`src/rtl/rseq_pkg.sv`:
```
package rseq_pkg;

    typedef enum logic [1:0] {
        ST_OFF = 2'd0,
        ST_RUN = 2'd1,
        ST_FIN = 2'd2,
        ST_ON  = 2'd3
    } seq_state_e;

endpackage

```
`src/rtl/rseq_rank_bank.sv`:
```
module rseq_rank_bank #(
    parameter int N_RAILS = 14,
    parameter logic [2*N_RAILS-1:0] RANK_INIT = '0,
    localparam int IDX_W = $clog2(N_RAILS)
) (
    input  logic                         clk,
    input  logic                         rst_n,
    input  logic                         wr_en_i,
    input  logic [IDX_W-1:0]             wr_idx_i,
    input  logic [1:0]                   wr_rank_i,
    input  logic                         latch_i,
    output logic [3:0][N_RAILS-1:0]      grp_mask_o
);

    typedef struct packed {
        logic [N_RAILS-1:0][1:0] bank;
        logic [N_RAILS-1:0][1:0] work;
    } bank_t;

    bank_t q, d;

    always_comb begin
        d = q;
        // start copies the programmed ranks into the working set
        if (latch_i) begin
            d.work = q.bank;
        end
        if (wr_en_i && (32'(wr_idx_i) < N_RAILS)) begin
            d.bank[wr_idx_i] = wr_rank_i;
        end
    end

    always_ff @(posedge clk or negedge rst_n) begin
        if (!rst_n) begin
            q <= {RANK_INIT, RANK_INIT};
        end else begin
            q <= d;
        end
    end

    // one membership mask per rank, decoded from the working set
    for (genvar rr = 0; rr < 4; rr++) begin : g_rank
        for (genvar ii = 0; ii < N_RAILS; ii++) begin : g_rail
            assign grp_mask_o[rr][ii] = (q.work[ii] == 2'(rr));
        end
    end

endmodule

```
`src/rtl/rseq_ctrl.sv`:
```
module rseq_ctrl
    import rseq_pkg::*;
#(
    parameter int N_RAILS = 14,
    parameter int DLY_W   = 16
) (
    input  logic                      clk,
    input  logic                      rst_n,
    input  logic                      start_i,
    input  logic                      stop_i,
    input  logic [3:0][N_RAILS-1:0]   grp_mask_i,
    input  logic [DLY_W-1:0]          dly_i,
    output logic                      latch_o,
    output seq_state_e                state_o,
    output logic [N_RAILS-1:0]        auto_en_o
);

    typedef struct packed {
        seq_state_e          state;
        logic [1:0]          cur;
        logic [DLY_W-1:0]    cnt;
        logic [N_RAILS-1:0]  auto_en;
    } ctl_t;

    ctl_t q, d;

    logic [3:1] populated;
    logic [1:0] tgt;
    logic       tgt_ok;
    logic       later_ok;

    always_comb begin
        for (int r = 1; r < 4; r++) begin
            populated[r] = |grp_mask_i[r];
        end
    end

    // lowest populated rank at or above the current one, and whether any follows it
    always_comb begin
        tgt      = 2'd0;
        tgt_ok   = 1'b0;
        later_ok = 1'b0;
        for (int r = 3; r >= 1; r--) begin
            if ((2'(r) >= q.cur) && populated[r]) begin
                tgt    = 2'(r);
                tgt_ok = 1'b1;
            end
        end
        for (int r = 1; r < 4; r++) begin
            if ((2'(r) > tgt) && populated[r]) begin
                later_ok = 1'b1;
            end
        end
    end

    always_comb begin
        d       = q;
        latch_o = 1'b0;
        case (q.state)
            ST_OFF: begin
                if (start_i) begin
                    latch_o = 1'b1;
                    d.state = ST_RUN;
                    d.cur   = 2'd1;
                    d.cnt   = '0;
                end
            end
            ST_RUN: begin
                if (q.cnt != '0) begin
                    d.cnt = q.cnt - 1'b1;
                end else if (!tgt_ok) begin
                    d.state = ST_FIN;
                end else begin
                    d.auto_en = q.auto_en | grp_mask_i[tgt];
                    if (later_ok) begin
                        d.cur = tgt + 2'd1;
                        d.cnt = dly_i;
                    end else begin
                        d.state = ST_FIN;
                    end
                end
            end
            ST_FIN: begin
                d.state = ST_ON;
            end
            ST_ON: begin
                d.state = ST_ON;
            end
            default: begin
                d.state = ST_OFF;
            end
        endcase
        if (stop_i) begin
            latch_o   = 1'b0;
            d.state   = ST_OFF;
            d.cur     = 2'd1;
            d.cnt     = '0;
            d.auto_en = '0;
        end
    end

    always_ff @(posedge clk or negedge rst_n) begin
        if (!rst_n) begin
            q <= '{state: ST_OFF, cur: 2'd1, cnt: '0, auto_en: '0};
        end else begin
            q <= d;
        end
    end

    assign state_o   = q.state;
    assign auto_en_o = q.auto_en;

    // manual-only rails never come from the automatic path
    p_rank0_manual_r5: assert property (@(posedge clk) disable iff (!rst_n)
        (q.auto_en & grp_mask_i[0]) == '0);

    // once on, an automatic enable stays on until stop
    p_monotone_r2: assert property (@(posedge clk) disable iff (!rst_n)
        !stop_i |=> ((q.auto_en & $past(q.auto_en)) == $past(q.auto_en)));

    // the settle counter only runs inside the sequence
    p_cnt_in_run_r3: assert property (@(posedge clk) disable iff (!rst_n)
        (q.cnt != '0) |-> (q.state == ST_RUN));

    // nothing is enabled automatically while off
    p_off_quiet_r11: assert property (@(posedge clk) disable iff (!rst_n)
        (q.state == ST_OFF) |-> (q.auto_en == '0));

endmodule

```
`src/rtl/rseq_sw_ctl.sv`:
```
module rseq_sw_ctl
    import rseq_pkg::*;
#(
    parameter int N_RAILS = 14
) (
    input  logic                clk,
    input  logic                rst_n,
    input  seq_state_e          state_i,
    input  logic                stop_i,
    input  logic                we_i,
    input  logic [N_RAILS-1:0]  mask_i,
    output logic [N_RAILS-1:0]  sw_en_o
);

    typedef struct packed {
        logic [N_RAILS-1:0] en;
        logic [N_RAILS-1:0] pend;
        logic               pend_v;
    } sw_t;

    sw_t q, d;

    always_comb begin
        d = q;
        case (state_i)
            ST_RUN: begin
                if (we_i) begin
                    d.pend   = mask_i;
                    d.pend_v = 1'b1;
                end
            end
            ST_FIN: begin
                // the held mask lands together with done
                if (we_i) begin
                    d.en = mask_i;
                end else if (q.pend_v) begin
                    d.en = q.pend;
                end
                d.pend_v = 1'b0;
            end
            ST_ON: begin
                if (we_i) begin
                    d.en = mask_i;
                end
            end
            default: begin
                d = q;
            end
        endcase
        if (stop_i) begin
            d = '0;
        end
    end

    always_ff @(posedge clk or negedge rst_n) begin
        if (!rst_n) begin
            q <= '0;
        end else begin
            q <= d;
        end
    end

    assign sw_en_o = q.en;

    // software enables exist only in the active state
    p_sw_only_active_r10: assert property (@(posedge clk) disable iff (!rst_n)
        (|q.en) |-> (state_i == ST_ON));

    // a pending mask never survives into the active state
    p_pend_cleared_r9: assert property (@(posedge clk) disable iff (!rst_n)
        (state_i == ST_ON) |-> !q.pend_v);

endmodule

```
`src/rtl/rail_seq_top.sv`:
```
module rail_seq_top
    import rseq_pkg::*;
#(
    parameter int N_RAILS  = 14,
    parameter int DLY_W    = 16,
    parameter logic [DLY_W-1:0] DLY_INIT = 16'd8,
    parameter logic [2*N_RAILS-1:0] RANK_INIT = 28'h002C092,
    localparam int IDX_W = $clog2(N_RAILS)
) (
    input  logic                clk,
    input  logic                rst_n,
    input  logic                start_i,
    input  logic                stop_i,
    input  logic                rank_we_i,
    input  logic [IDX_W-1:0]    rank_idx_i,
    input  logic [1:0]          rank_val_i,
    input  logic                dly_we_i,
    input  logic [DLY_W-1:0]    dly_val_i,
    input  logic                sw_we_i,
    input  logic [N_RAILS-1:0]  sw_mask_i,
    output logic [N_RAILS-1:0]  rail_en_o,
    output logic                done_o
);

    logic [DLY_W-1:0]          dly_q, dly_d;
    logic [3:0][N_RAILS-1:0]   grp_mask;
    logic                      latch;
    seq_state_e                state;
    logic [N_RAILS-1:0]        auto_en;
    logic [N_RAILS-1:0]        sw_en;

    always_comb begin
        dly_d = dly_q;
        if (dly_we_i) begin
            dly_d = dly_val_i;
        end
    end

    always_ff @(posedge clk or negedge rst_n) begin
        if (!rst_n) begin
            dly_q <= DLY_INIT;
        end else begin
            dly_q <= dly_d;
        end
    end

    rseq_rank_bank #(
        .N_RAILS   (N_RAILS),
        .RANK_INIT (RANK_INIT)
    ) u_bank (
        .clk        (clk),
        .rst_n      (rst_n),
        .wr_en_i    (rank_we_i),
        .wr_idx_i   (rank_idx_i),
        .wr_rank_i  (rank_val_i),
        .latch_i    (latch),
        .grp_mask_o (grp_mask)
    );

    rseq_ctrl #(
        .N_RAILS (N_RAILS),
        .DLY_W   (DLY_W)
    ) u_ctrl (
        .clk        (clk),
        .rst_n      (rst_n),
        .start_i    (start_i),
        .stop_i     (stop_i),
        .grp_mask_i (grp_mask),
        .dly_i      (dly_q),
        .latch_o    (latch),
        .state_o    (state),
        .auto_en_o  (auto_en)
    );

    rseq_sw_ctl #(
        .N_RAILS (N_RAILS)
    ) u_sw (
        .clk     (clk),
        .rst_n   (rst_n),
        .state_i (state),
        .stop_i  (stop_i),
        .we_i    (sw_we_i),
        .mask_i  (sw_mask_i),
        .sw_en_o (sw_en)
    );

    assign rail_en_o = auto_en | sw_en;
    assign done_o    = (state == ST_ON);

    // a later rank is on only when every earlier rank is fully on
    p_order_hi_r2: assert property (@(posedge clk) disable iff (!rst_n)
        (|(auto_en & grp_mask[3])) |-> ((auto_en & grp_mask[2]) == grp_mask[2]));
    p_order_lo_r2: assert property (@(posedge clk) disable iff (!rst_n)
        (|(auto_en & grp_mask[2])) |-> ((auto_en & grp_mask[1]) == grp_mask[1]));

    // stop clears every output on the next cycle
    p_stop_clears_r11: assert property (@(posedge clk) disable iff (!rst_n)
        stop_i |=> ((rail_en_o == '0) && !done_o));

    // done holds until stop
    p_done_hold_r6: assert property (@(posedge clk) disable iff (!rst_n)
        (done_o && !stop_i) |=> done_o);

endmodule

```
`config.mk`:
```
export PLATFORM = sky130hd
export DESIGN_NAME = rail_seq_top
export DESIGN_NICKNAME = d
export VERILOG_FILES = /design/src/rtl/rseq_pkg.sv /design/src/rtl/rseq_rank_bank.sv /design/src/rtl/rseq_ctrl.sv /design/src/rtl/rseq_sw_ctl.sv /design/src/rtl/rail_seq_top.sv
export SDC_FILE = /design/constraint.sdc
export NUM_CORES = 1
export LEC_CHECK = 0
export BUFFER_PORTS_ARGS = -buffer_cell sky130_fd_sc_hd__buf_2
export CORE_UTILIZATION = 35
export DETAILED_ROUTE_END_ITERATION = 8
export GPL_TIMING_DRIVEN = 0
export MAX_ROUTING_LAYER = met4
export SYNTH_ARGS = -nofsm -noshare
export SYNTH_HDL_FRONTEND = slang
export SYNTH_SLANG_ARGS = --single-unit
```
`constraint.sdc`:
```
create_clock -name clk -period 3.7 [get_ports clk]
set_input_delay 0.74 -clock clk [delete_from_list [all_inputs] [get_ports clk]]
set_output_delay 0.74 -clock clk [all_outputs]
set_load 0.05 [all_outputs]
```
== Yosys cells after proc, flatten, opt, wreduce, memory -nomap -nowiden ==
Cells that the tools add are included.

* $lt $le $gt $ge: 10
* Add/subtract/negate cells: 2
* Multiply operators: 0
* Muxes and demuxes: 37
* Bitwise operators: 2
* Reductions and logical operators: 41
* Divide/modulo/power cells: 0
* Equal/unequal tests: 56
* Shifts and indexed selects: 0

{| class="wikitable"
|+ Operators with widths
! operator !! number
|-
| $mux 14 || 7
|-
| $eq 2x2->1 const B || 30
|-
| $reduce_or 14->1 || 3
|-
| $pmux 18 s2 || 1
|-
| $mux 34 || 1
|-
| $mux 32 || 1
|-
| $eq 2x1->1 const B || 15
|-
| $logic_not 2->1 || 15
|-
| $mux 29 || 1
|-
| $bmux 14 s2 || 1
|-
| $bwmux 28 || 1
|-
| $or 14x14->14 || 2
|-
| $pmux 14 s2 || 1
|-
| $mux 20 || 1
|-
| $mux 18 || 1
|-
| $mux 16 || 1
|-
| $reduce_bool 16->1 || 1
|-
| $sub 16x1->16 const B || 1
|-
| $mux 15 || 1
|-
| $mux 2 || 6
|-
| $ne 3x3->1 const B || 4
|-
| $mux 1 || 9
|-
| $reduce_and 3->1 || 3
|-
| $reduce_bool 3->1 || 3
|-
| 24 further kinds || 38
|}

* Input port bits: 43
* Bits in latches: 0
* Register bits after elaboration: 135
* Logic and storage cells: 184
* Bits in read-only memories: 0
* Memories kept: 0
* RAM bits: 0

== Logic depth before layout (Yosys ltp) ==
* Depth after elaboration: 16
* Mapped depth: 13

== Modules after synthesis ==
A second synthesis with hierarchy kept.

* Cells, all modules: 665
* Area total of the unflattened synthesis: 7298.2 um^2

{| class="wikitable"
|+ Modules (own cells, without submodules)
! module !! seq. area each (um^2) !! instances !! area an instance (um^2) !! cells an instance
|-
| rseq_rank_bank || 1416.4 || 1 || 2541.2 || 197
|-
| rseq_ctrl || 852.1 || 1 || 2424.8 || 272
|-
| rseq_sw_ctl || 725.7 || 1 || 1587.8 || 147
|-
| rail_seq_top || 401.6 || 1 || 744.5 || 49
|}

== Least setup slack after synthesis ==
No wires, ideal clock.

* Path kind: register -> register
* Start: reg u_bank.q[4] (netlist name)
* End: reg u_ctrl.q[29] (netlist name)
* Setup time: 127 ps
* Slack: 401 ps
* Arrival: 3171 ps
* Stages on the path, launching flop included: 13
* Cells stage by stage: dfstp_2 -> o2111ai_1 -> a2111oi_0 -> a21oi_1 -> o21bai_1 -> buf_2 -> buf_2 -> inv_1 -> ha_1 -> a2bb2oi_1 -> o41ai_4 -> nor3_1 -> a2bb2oi_1

* Word-level cells in the longest chain between the ends: 13
* Elaborated cells on any way between the ends: 27
* Classes of those cells: order compare (3); eq/ne (5); mux (9); reduce/logical (10)

{| class="wikitable"
|+ Ends and longest elaborated chain
! item !! line !! text
|-
| from (decl) || rseq_rank_bank.sv:20 || <nowiki>bank_t q, d;</nowiki>
|-
| from (signal assigned) || rseq_rank_bank.sv:35 || <nowiki>q <= {RANK_INIT, RANK_INIT};</nowiki>
|-
| $eq 2x2->1 || rseq_rank_bank.sv:44 || <nowiki>assign grp_mask_o[rr][ii] = (q.work[ii] == 2'(rr));</nowiki>
|-
| $reduce_or 14->1 || rseq_ctrl.sv:34 || <nowiki>populated[r] = |grp_mask_i[r];</nowiki>
|-
| $logic_and 1x1->1 || rseq_ctrl.sv:44 || <nowiki>if ((2'(r) >= q.cur) && populated[r]) begin</nowiki>
|-
| $mux 2 (3 in a row) || rseq_ctrl.sv:44 ||
|-
| $gt 1x2->1 || rseq_ctrl.sv:50 || <nowiki>if ((2'(r) > tgt) && populated[r]) begin</nowiki>
|-
| $logic_and 1x1->1 || rseq_ctrl.sv:50 ||
|-
| $mux 1 (3 in a row) || rseq_ctrl.sv:50 ||
|-
| $ne 4x2->1 (no source line) || - ||
|-
| $reduce_and 4->1 (no source line) (*) || - ||
|-
| to (signal assigned) || rseq_ctrl.sv:104 || <nowiki>q <= '{state: ST_OFF, cur: 2'd1, cnt: '0, auto_en: '0};</nowiki>
|-
| to (decl) || rseq_ctrl.sv:25 || <nowiki>ctl_t q, d;</nowiki>
|}

Every way passes the cells marked *; elsewhere a longest branch is shown, timed or not.
A chain may end at the register's enable or synchronous reset.

== Worst setup path in the final report ==
* Start: reg u_bank.q[2] (netlist name)
* End: reg u_ctrl.q[15] (netlist name)

The elaborated chain is that of the path after synthesis.

==> summary.txt <==
Synthesis
  • Count leader, synth: dfrtp_1
  • Synthesized area per cell: 10.19 µm²
  • Netlist cell types: 52
  • Syn Std Cell Area: 6482 µm²
  • Register area share after synthesis: 52.38%
  • Most instantiated cells after synthesis: dfrtp_1, nor2_1, nand2_1, mux2_2, a21oi_1
  • Number of synthesized flops with an enable pin: 0
  • Cell taking the most area after synthesis: dfrtp_1
  • Async SR Flop Fraction: 100.0%
  • Main flop type after synthesis: dfrtp_1
  • Post-synth top area share: 46.71%
  • Net Count, Synth: 682
  • YS warnings: 0
  • Syn Inst Count: 636
  • Synth top area cells: dfrtp_1, mux2_2, dfstp_2
  • Post-synthesis register bit count: 135

Timing
  • Final hold violations: 0
  • Minimum clock period: 3.421 ns
  • FMAX: 0.2923 GHz
  • Slew Limit Fails: 0
  • Worst Max-Slew Pin Slew: 0.7229 ns
  • Final Cycle Share: 92.46%
  • Final Setup Violations: 0
  • Layout Skew: 0.008815 ns
  • Setup TNS: 0 ns
  • Slew HR: 51.81%
  • RSZ-0062 raised after global routing: no

Placed design
  • # port buffers: 57
  • DP Cell Count: 924
  • DPL Wire Length: 11090 µm
  • Area after DPL: 7102 µm²
  • GP Congestion: 0.8489

Worst setup path
  • Crit. End Element: flip-flop
  • CP arrival: 3.74 ns
  • Critical path peak fanout: 10
  • Worst setup path class: flip-flop to flip-flop
  • Worst path required time: 4.02 ns
  • CP startpoint kind: flip-flop

Final layout
  • Final Non-Filler Cells: 957
  • Fillers: 1740
  • Share of cells above drive strength 1: 25.55%
  • Util after Layout: 42.88%
  • FF+latch area: 3396 µm²
  • N_diodes: 0
  • Design area: 7755 µm²
  • Final net count: 761
  • Area grow syn2layout: 19.63%
  • Multi-input logic area: 2917 µm²

Detailed routing
  • Number of vias per cell: 5.082
  • Initial drt markers: 288
  • Drt drc: 4
  • Via count: 4863
  • Drt first pass iters: 6
  • Drt wl/cell: 15.99 µm
  • Antenna Nets Post-Route: 0
  • Total Routed Length: 15300 µm

Floorplanning
  • Initial Util: 35.84%
  • Die Ht: 138.1 µm
  • Die width: 138.1 µm
  • Core Rows: 49
  • Core area: 18090 µm²
  • Die area: 19070 µm²
  • # IOs: 58

CTS
  • CTS Root Cell: clkbuf_16
  • CTS tree: yes
  • Num CTS Buffers: 17
  • Reg clk slew, reported paths: 0.06 ns
  • Clock buffer depth: 2
  • CTS Sinks: 135
  • H-tree depth: 4
  • Worst-skew pair later-pin latency: 0.43 ns
  • # hold bufs at CTS: 0

Global route
  • Vias in the first global route: 5080
  • Total gr overflow: 0
  • Total GRT Usage: 17.69%
  • First-pass GRT wire length: 25710 µm
  • Largest net degree at the start of global routing: 71
  • Initial antenna violation count: 0

Job
  • Max-cap violations: 0

Power
  • Max VDD drop: 0.0004099 V
  • P per Cell Area: 759.8 nW/µm²
  • Leakage Power: 3.494 nW

Status
  • Failing checks: design-rule violations
  • Status: finished with violations

Worst hold path
  • Min-Delay Path Class: input port to asynchronous set/reset pin
## power by group
part           switching (mW)  internal, mW
Sequential              0.331          1.83
Combinational            1.23         0.814
Clock                   0.646          1.04
## critical path: stages, from the launching register on
cell	delay, ns
dfrtp_1	0.48
a22o_1	0.27
a221oi_1	0.30
nand3_1	0.14
nor2_2	0.28
o21bai_1	0.11
buf_2	0.19
buf_2	0.23
inv_1	0.12
ha_1	0.17
a2bb2oi_2	0.27
o21a_2	0.29
nor2_1	0.13
o32ai_1	0.31
## per-stage QoR
step	hold slack, ns	worst slack [ns]	power, mW
CTS	0.3259	0.01558	5.865
detailed placement	0.4806	-0.4019	4.112
global route	0.3433	0.03501	6.266
global placement	0.4720	-0.4714	4.087
floorplan	0.4444	0.4015	3.559
finish	0.3143	0.2791	5.892
## flip-flops by register name (all words and copies together), names as in the netlist
register,cells
u_bank.q,56
u_sw.sw_en_o,14
u_ctrl.auto_en_o,14
u_sw.q,15
u_ctrl.q,18
u_ctrl.state_o,2
dly_q,16
## layout by cell type, fill, tap and decap left out, types with 4 or more instances in the layout
master | netlist | layout
dfrtp_1 | 121 | 121
nor2_1 | 67 | 65
nand2_1 | 64 | 63
buf_2 | 3 | 59
mux2_2 | 50 | 50
a21oi_1 | 49 | 49
o21ai_0 | 41 | 40
inv_1 | 31 | 31
mux2i_1 | 29 | 29
clkbuf_1 | 22 | 23
clkbuf_16 | 0 | 17
or2_2 | 14 | 14
a211oi_1 | 14 | 14
xnor2_1 | 14 | 14
dfstp_2 | 14 | 14
nand2b_1 | 12 | 12
nand3_1 | 9 | 9
o22ai_1 | 9 | 9
nor3_1 | 7 | 7
a22oi_1 | 5 | 5
o221ai_1 | 5 | 5
or3_1 | 4 | 4
nand3b_1 | 4 | 4
clkinvlp_4 | 0 | 4
## logic make-up after synthesis
| family | Yosys count | synth area share, % |
|---|---|---|
| flip-flops | 135 | 52.38 |
| multiplexers | 79 | 13.16 |
| buffers and inverters | 58 | 3.532 |
| XOR/XNOR | 14 | 1.892 |
| AND/OR/NAND/NOR | 198 | 14.05 |
| AO/OA/AOI/OAI | 149 | 14.40 |
| adder cells (fa/ha/maj) | 3 | 0.5791 |
## final cells by class
class                      count  share of cell area (%)
buffer                        27                   1.452
inverter                      31                   1.500
tap                          229                   3.695
sequential                   135                   43.79
timing repair buffer          60                   4.308
clock buffer                  21                   6.066
clock inverter                11                   1.581
multi-input combinational    443                   37.61
## per-layer routing
metal / up-vias / track usage, % / wire length (µm) / share of wire [%]
met5: - / - / 0 / 0
met4: 0 / 6.209 / 287 / 1.9
met3: 25 / 4.919 / 654 / 4.3
met2: 119 / 26.64 / 6980 / 46
met1: 2320 / 22.85 / 7381 / 48
li1: 2399 / - / - / -
## what timing repair did
item | in CTS | in global routing
setup endpoints to repair | 19 | 17
hold endpoints to repair | 0 | 0
buffers inserted | 0 | 1
gates resized for setup | 6 | 7
pin swaps | 0 | 1
## path summary, 6_finish.rpt
path	start	end	slack, ns	cells past startpoint
setup reg to reg	u_bank.q[2]	u_ctrl.q[15]	0.28	13
max in group asynchronous	rst_n	dly_q[3]	2.60	2
hold / removal	rst_n	u_bank.q[55]	0.31	1
min in group clk	u_bank.q[40]	u_bank.q[12]	0.49	2
hold reg to reg	u_bank.q[40]	u_bank.q[12]	0.49	2
setup / recovery	u_bank.q[2]	u_ctrl.q[15]	0.28	13
Note: power is estimated with default switching activity, not from simulation.
